### config.mk
export PLATFORM = sky130hd
export DESIGN_NAME = fw_booth_mult
export DESIGN_NICKNAME = d
export VERILOG_FILES = /design/src/rtl/fwb_pkg.sv /design/src/rtl/fw_booth_enc.sv /design/src/rtl/fw_pp_row.sv /design/src/rtl/fw_pp_sum.sv /design/src/rtl/fw_booth_mult.sv
export SDC_FILE = /design/constraint.sdc
export NUM_CORES = 1
export LEC_CHECK = 0
export BUFFER_PORTS_ARGS = -buffer_cell sky130_fd_sc_hd__clkbuf_2
export CORE_MARGIN = 3
export CORE_UTILIZATION = 50
export DETAILED_ROUTE_END_ITERATION = 10
export PLACE_DENSITY_LB_ADDON = 0.08
export SKIP_CTS_REPAIR_TIMING = 1
export SYNTH_ARGS = -nofsm -noshare
export SYNTH_HDL_FRONTEND = slang
export SYNTH_SLANG_ARGS = --single-unit
export TNS_END_PERCENT = 10
### constraint.sdc
create_clock -name clk_i -period 1.8 [get_ports clk_i]
set_input_delay 0.18 -clock clk_i [delete_from_list [all_inputs] [get_ports clk_i]]
set_output_delay 0.18 -clock clk_i [all_outputs]
set_load 0.01 [all_outputs]
### src/rtl/fwb_pkg.sv
package fwb_pkg;

  typedef struct packed {
    logic one;  // select 1x
    logic two;  // select 2x
    logic neg;  // negate the selected multiple
  } booth_digit_t;

  // Compensation for carries lost from the dropped low columns
  function automatic int fwb_bias(input int w);
    return (w / 2 + 2) / 4;
  endfunction

  // Sum of the weights removed by flipping each row's top kept bit
  function automatic longint fwb_fold(input int w);
    longint acc;
    acc = 0;
    for (int j = 0; j < w / 2; j++) acc += longint'(1) <<< (2 * j + 1);
    return acc;
  endfunction

endpackage

### src/rtl/fw_booth_enc.sv
module fw_booth_enc
  import fwb_pkg::*;
(
  input  logic [2:0]   grp_i,
  output booth_digit_t dig_o
);

  always_comb begin
    dig_o.one = grp_i[1] ^ grp_i[0];
    dig_o.two = (grp_i[2] & ~grp_i[1] & ~grp_i[0]) | (~grp_i[2] & grp_i[1] & grp_i[0]);
    dig_o.neg = grp_i[2] & ~(grp_i[1] & grp_i[0]);
  end

  always_comb begin
    AST_DIGIT_ONEHOT: assert ($onehot0({dig_o.one, dig_o.two}));
    AST_NEG_NONZERO: assert (!dig_o.neg || dig_o.one || dig_o.two);
  end

endmodule

### src/rtl/fw_pp_row.sv
module fw_pp_row
  import fwb_pkg::*;
#(
  parameter int W = 8,
  parameter int J = 0
) (
  input  logic [2*J+1:0] data_hi_i,  // data_i[W-1 : W-2-2J]
  input  booth_digit_t   dig_i,
  output logic [W-1:0]   kept_o
);

  localparam int KB = 2 * J + 2;

  logic [KB-1:0] bits_w;

  // Kept bit k sits at local row position W-1-2J+k
  always_comb begin
    for (int k = 0; k < KB; k++) begin
      logic one_b;
      one_b = (k + 1 < KB) ? data_hi_i[k+1] : data_hi_i[KB-1];
      bits_w[k] = ((dig_i.one & one_b) | (dig_i.two & data_hi_i[k])) ^ dig_i.neg;
    end
    bits_w[KB-1] = ~bits_w[KB-1];  // sign folded into constant
  end

  if (KB == W) begin : g_full
    assign kept_o = bits_w;
  end else begin : g_ext
    assign kept_o = {{(W - KB){1'b0}}, bits_w};
  end

endmodule

### src/rtl/fw_pp_sum.sv
module fw_pp_sum #(
  parameter int W = 8,
  parameter int N = 4
) (
  input  logic [N-1:0][W-1:0] rows_i,
  input  logic [W-1:0]        const_i,
  output logic [W-1:0]        sum_o
);

  always_comb begin
    sum_o = const_i;
    for (int j = 0; j < N; j++) sum_o = sum_o + rows_i[j];
  end

endmodule

### src/rtl/fw_booth_mult.sv
module fw_booth_mult
  import fwb_pkg::*;
#(
  parameter int W       = 8,
  parameter bit OUT_REG = 1'b1
) (
  input  logic         clk_i,
  input  logic         rst_ni,
  input  logic         valid_i,
  input  logic [W-1:0] data_i,
  input  logic [W-1:0] coef_i,
  output logic [W-1:0] prod_o,
  output logic         valid_o
);

  localparam int N      = W / 2;
  localparam int BIAS_I = fwb_bias(W);
  localparam logic [W-1:0] K_CONST = W'(BIAS_I) - W'(fwb_fold(W));

  if ((W % 2) != 0 || W < 4) begin : g_bad_w
    $error("fw_booth_mult: W must be even and at least 4");
  end

  booth_digit_t [N-1:0]    dig_w;
  logic [N-1:0][W-1:0]     rows_w;
  logic [W-1:0]            sum_w;

  for (genvar j = 0; j < N; j++) begin : g_digit
    logic [2:0] grp_w;
    if (j == 0) begin : g_lsb
      assign grp_w = {coef_i[1:0], 1'b0};
    end else begin : g_mid
      assign grp_w = coef_i[2*j+1 : 2*j-1];
    end

    fw_booth_enc u_enc (
      .grp_i (grp_w),
      .dig_o (dig_w[j])
    );

    fw_pp_row #(.W(W), .J(j)) u_row (
      .data_hi_i (data_i[W-1 : W-2-2*j]),
      .dig_i     (dig_w[j]),
      .kept_o    (rows_w[j])
    );
  end

  fw_pp_sum #(.W(W), .N(N)) u_sum (
    .rows_i  (rows_w),
    .const_i (K_CONST),
    .sum_o   (sum_w)
  );

  // Error window against the exact truncated product
  logic signed [2*W-1:0] exact_w;
  logic [W-1:0]          trunc_w;
  logic [W-1:0]          diff_w;
  always_comb begin
    exact_w = $signed(data_i) * $signed(coef_i);
    trunc_w = W'(exact_w >>> (W - 1));
    diff_w  = sum_w - trunc_w;
    AST_ERR_WINDOW: assert (int'($signed(diff_w)) >= BIAS_I - N &&
                            int'($signed(diff_w)) <= BIAS_I);
  end

  if (OUT_REG) begin : g_reg
    logic [W-1:0] prod_q;
    logic         valid_q;

    always_ff @(posedge clk_i or negedge rst_ni) begin
      if (!rst_ni) begin
        prod_q  <= '0;
        valid_q <= 1'b0;
      end else begin
        valid_q <= valid_i;
        if (valid_i) prod_q <= sum_w;
      end
    end

    assign prod_o  = prod_q;
    assign valid_o = valid_q;

    AST_ZERO_COEF: assert property (@(posedge clk_i) disable iff (!rst_ni)
      (valid_i && coef_i == '0) |=> (prod_o == W'(BIAS_I)));
    AST_HOLD_IDLE: assert property (@(posedge clk_i) disable iff (!rst_ni)
      !valid_i |=> $stable(prod_o));
    AST_VALID_LAT: assert property (@(posedge clk_i) disable iff (!rst_ni)
      valid_i |=> valid_o);
    AST_VALID_IDLE: assert property (@(posedge clk_i) disable iff (!rst_ni)
      !valid_i |=> !valid_o);
  end else begin : g_comb
    assign prod_o  = sum_w;
    assign valid_o = valid_i;

    always_comb begin
      if (coef_i == '0) begin
        AST_ZERO_COEF_C: assert (prod_o == W'(BIAS_I));
      end
    end
  end

endmodule

# After elaboration in Yosys (flattened, before gate mapping)
# Index checks and enable logic that the tools add are counted.
# Widths: inputs -> output; s select.
[word_totals]
register_bits = 9
output_inout_bits = 9
word_cells = 122
[op_classes]
bitwise_logic = 116
add_sub_neg = 4
[op_table]
columns = ["op", "n"]
rows = [
  ["$and 1x1->1", 55],
  ["$or 1x1->1", 23],
  ["$xor 1x1->1", 23],
  ["$not 1->1", 15],
  ["$add 7x2->8 const A", 1],
  ["$add 8x4->8", 1],
  ["$add 8x6->8", 1],
  ["$add 8x8->8", 1],
]

# Logic depth before layout (Yosys ltp)
[depth]
word_depth = 11
depth_mapped = 14
ltp_nobuf = 14

# By module
# From an unflattened synthesis, not the netlist that was laid out.
[unflattened]
cells_unflattened = 204
hier_area_um2 = 1903.1
[modules_own_cells]
columns = ["mod", "area_each_um2", "seq_area_each_um2", "instances", "cells_per_inst"]
rows = [
  ["fw_pp_sum", 880.8, 0.0, 1, 105],
  ["fw_booth_mult", 364.1, 225.2, 1, 20],
  ["fw_pp_row at g_digit[3].u_row", 193.9, 0.0, 1, 19],
  ["fw_booth_enc", 41.3, 0.0, 4, 5],
  ["fw_pp_row at g_digit[2].u_row", 118.9, 0.0, 1, 16],
  ["fw_pp_row at g_digit[1].u_row", 96.3, 0.0, 1, 13],
  ["fw_pp_row at g_digit[0].u_row", 83.8, 0.0, 1, 11],
]

# Least setup slack after synthesis
# OpenSTA, ideal clock, no wires.
[synth_timing]
kind = "input -> register"
from = "input coef_i[5]"
to = "register g_reg.prod_q[6] (netlist: prod_o[6])"
arrival_time_ns = 3.066
setup_time_ns = 0.116
stages = 12
n_path_buf = 1
setup_slack_ns = -1.382
path_cell_list = "and3b_1 > or2_1 > buf_6 > a22oi_2 > xor2_1 > fa_1 > fa_1 > fa_1 > nor2b_1 > o31a_1 > o21ai_0 > o311ai_0"
[synth_between]
elab_chain_cells = 10
elab_cells_between_ends = 63
classes_between = "add/sub: 2; bitwise: 61"
[synth_lines]
columns = ["item", "line_no", "source"]
rows = [
  ["from (decl)", "fw_booth_mult.sv:11", "input logic [W-1:0] coef_i,"],
  ["$not 1->1", "fw_booth_enc.sv:10", "dig_o.two = (grp_i[2] & ~grp_i[1] & ~grp_i[0]) | (~grp_i[2] & grp_i[1] & grp_i[0]);"],
  ["$and 1x1->1 (2 in a row)", "fw_booth_enc.sv:10", ""],
  ["$or 1x1->1", "fw_booth_enc.sv:10", ""],
  ["$and 1x1->1", "fw_pp_row.sv:21", "bits_w[k] = ((dig_i.one & one_b) | (dig_i.two & data_hi_i[k])) ^ dig_i.neg;"],
  ["$or 1x1->1", "fw_pp_row.sv:21", ""],
  ["$xor 1x1->1", "fw_pp_row.sv:21", ""],
  ["$not 1->1", "fw_pp_row.sv:23", "bits_w[KB-1] = ~bits_w[KB-1];"],
  ["$add 8x6->8", "fw_pp_sum.sv:12", "for (int j = 0; j < N; j++) sum_o = sum_o + rows_i[j];"],
  ["$add 8x8->8 *", "fw_pp_sum.sv:12", ""],
  ["to (signal assigned)", "fw_booth_mult.sv:76", "if (valid_i) prod_q <= sum_w;"],
  ["to (decl)", "fw_booth_mult.sv:67", "logic [W-1:0] prod_q;"],
]
# Mark *: on every way between the ends. The rest lies on a longest branch, timed or not.
# A chain may end at the register's enable or synchronous reset.

# Worst setup path after layout
# Ends and elaborated chain as after synthesis.

==> summary.md <==
| Metric | Value |
|---|---|
| Failing checks | `negative setup slack` |
| Fraction of registers with async set/reset | `1.00` |
| CP max-delay cell | `fa_1` |
| Register area | `225 um^2` |
| Final net count | `251` |
| Final WS setup | `-1040 ps` |
| Met3 usage in global routing | `0.0395` |
| Share of cells above drive strength 1 | `0.493` |
| Run status | `finished, violations left` |
| #FFs+latches synth | `9` |
| CTS clk-pin slew, worst paths | `60 ps` |
| GRT Max-Usage Layer | `met2` |
| Final setup viols | `8` |
| Global Route met2 Usage | `0.341` |
| Root Buffer | `clkbuf_4` |
| RSZ-0062 raised after global routing | `yes` |
| Post-synth cell types | `39` |
| Placer Congestion | `0.906` |
| Measured slew at the worst slew-check pin | `358 ps` |
| CP required | `1960 ps` |
| Vias | `1312` |
| Tot Pwr | `2.38 mW` |
| N_diodes | `0` |
| Max Clock Skew | `0 ps` |
| Die height | `58.3 um` |
| YS warnings | `0` |
| Critical Path Sink Type | `register` |
| Largest net degree at the start of global routing | `15` |
| Yosys top cell area share | `0.165` |
| VDD IR-drop max | `1390 uV` |
| Post-synth EDFFs | `0` |
| Register area share after synthesis | `0.165` |
| Worst Hold Class | `input port to register` |
| Max-cap viol count | `0` |
| PD cells | `1220 nW/um^2` |
| Num rows | `18` |
| TritonRoute pass-1 iters | `4` |
| PortBufs | `27` |
| Global-route wire length before repair | `5.48 mm` |
| Die X | `58.3 um` |
| Vias in the first global route | `1289` |
| GR Overflow Total | `0` |
| Die Area | `3400 um^2` |
| R2R setup slack | `1050 ps` |
| Crit path max fanout | `6` |
| Period Utilization, post-route | `1.58` |
| Final min period | `2840 ps` |
| Final WL | `3.51 mm` |
| 1st-iter DRT viols | `58` |
| Critical path's most frequent cell | `fa_2` |
| Ys flop type | `dfrtp_1` |
| Final Max Tran Viols | `0` |
| CTS tree | `yes` |
| H-tree depth | `1` |
| Most frequent cells after synthesis | `18 x ha_1, 14 x xor2_1, 9 x dfrtp_1, 9 x inv_1` |
| Synth top area cells | `dfrtp_1 16%, ha_1 16%, xor2_1 9.0%, fa_1 8.8%, a22oi_2 6.4%` |
| Multi-input gate area | `1200 um^2` |
| Initial antenna violation count | `0` |
| Core area | `2540 um^2` |
| Average size of a mapped cell | `9.43 um^2` |
| Global Route met1 Usage | `0.285` |
| HPWL after DPL | `2.70 mm` |
| Mapped Cells | `145` |
| ANT nets after route | `0` |
| Kind of critical path | `input port to register` |
| P&R area growth vs syn | `43.1%` |
| Min Hold Slack | `138 ps` |
| Gr usage total | `0.205` |
| Startpoint Class | `input port` |
| Achievable Freq | `352 MHz` |
| Vias/cell | `5.54` |
| Initial Util | `0.537` |
| Syn_nets | `188` |
| Worst EP arrival | `3000 ps` |
| Netlist Area Pre-Place | `1370 um^2` |
| Num ports | `28` |
| Slew HR | `0.761` |
| # clock sinks | `9` |
| Post-route cell area | `1960 um^2` |
| Area leader, netlist | `dfrtp_1` |
| Crit-path cells | `buf_2 > and3b_1 > or2_4 > a22oi_2 > xor2_2 > fa_1 > fa_2 > fa_2 > nor2b_2 > o31a_1 > o21ai_2 > o311ai_1` |
| Most frequent cell after synthesis | `ha_1` |
| Final hold vios | `0` |
| Placed Instance Area | `1790 um^2` |
| CTS Buf Count | `3` |
| Clk_lat worst skew | `260 ps` |
| Max Buffers Root-to-Sink | `2` |
| Max stage delay on crit path | `430 ps` |
| Leak | `0.904 nW` |
| Fillcell total | `192` |
| Residual DRC | `0` |
| Wire per inst | `14.8 um` |
logic make-up (layout without fill, tap and decap cells):
logic type	Yosys count	count (layout)	synth area share
adder cells (fa/ha/maj)	24	24	0.253
XOR/XNOR	20	20	0.128
AND/OR/NAND/NOR	29	29	0.125
buffers and inverters	17	79	0.0659
AO/OA/AOI/OAI	43	43	0.241
multiplexers	3	3	0.0229
flip-flops	9	9	0.165
stage by stage:
| step | util | setup slack, ps | std cells | setup TNS, ps |
|---|---|---|---|---|
| after global routing | 0.769 | -1170 | 237 | -7340 |
| final | 0.769 | -1040 | 237 | -6380 |
| after detailed placement | 0.704 | -1500 | 231 | -10360 |
| after CTS | 0.714 | -1230 | 235 | -8220 |
| after floorplan | - | -1110 | 145 | -7090 |
| after global placement | 0.704 | -1410 | 231 | -9650 |
report_power, final:
group | total, mW | leakage [nW] | switching, mW | internal, mW
combinational | 1.88 | 0.782 | 0.900 | 0.985
sequential | 0.340 | 0.107 | 0.0419 | 0.298
clock | 0.158 | 0.0150 | 0.0727 | 0.0856
worst max-delay path, delay by kind of cell:
kind / cells / cell delay, ps
AOI/OAI and AO/OA: 4 / 700
xor gates and xnor gates: 1 / 220
adders and majority gates: 3 / 1150
and+or+nand+nor: 3 / 630
buffers and inverters: 1 / 130
area by class of cell:
type                    instances  area share
clock buffers                   4      0.0134
well taps                      30      0.0192
inverters                       9      0.0173
multi-input cells             119       0.615
repair buffers                 66       0.220
flip-flops and latches          9       0.115
registers in the layout (all words and copies together) (netlist names):
signal   count
prod_o       8
valid_o      1
path summary, 6_finish.rpt:
path | start | to | cells after the start
max | coef_i[5] | prod_o[6] | 12
min in group asynchronous | rst_ni | prod_o[4] | 2
max reg2reg | prod_o[6] | prod_o[6] | 2
min reg2reg | prod_o[3] | prod_o[3] | 2
min | valid_i | valid_o | 1
max in group asynchronous | rst_ni | prod_o[5] | 2
layer usage:
metal	up-vias	routed length, um	share of wire
met5	-	0	0
met4	0	0	0
met3	0	97	0.028
met2	19	1850	0.53
met1	646	1560	0.45
li1	647	-	-
cell usage in the layout (no fill, tap or decap), types with 2 or more instances in the layout:
cell type / n
a21oi_1: 6
a22oi_1: 2
a22oi_2: 13
buf_2: 3
buf_4: 38
clkbuf_2: 24
clkbuf_4: 3
dfrtp_1: 9
fa_1: 3
fa_2: 3
ha_1: 13
ha_4: 5
inv_1: 9
mux2i_1: 2
nand2_1: 7
nand2b_1: 2
nand4b_1: 2
nor2_1: 5
nor2b_1: 3
nor3b_1: 3
o21ai_0: 4
o21ai_1: 2
o21ai_2: 4
o311ai_1: 2
xnor2_1: 6
xor2_1: 12
xor2_2: 2
Note: power is estimated with default switching activity, not from simulation.
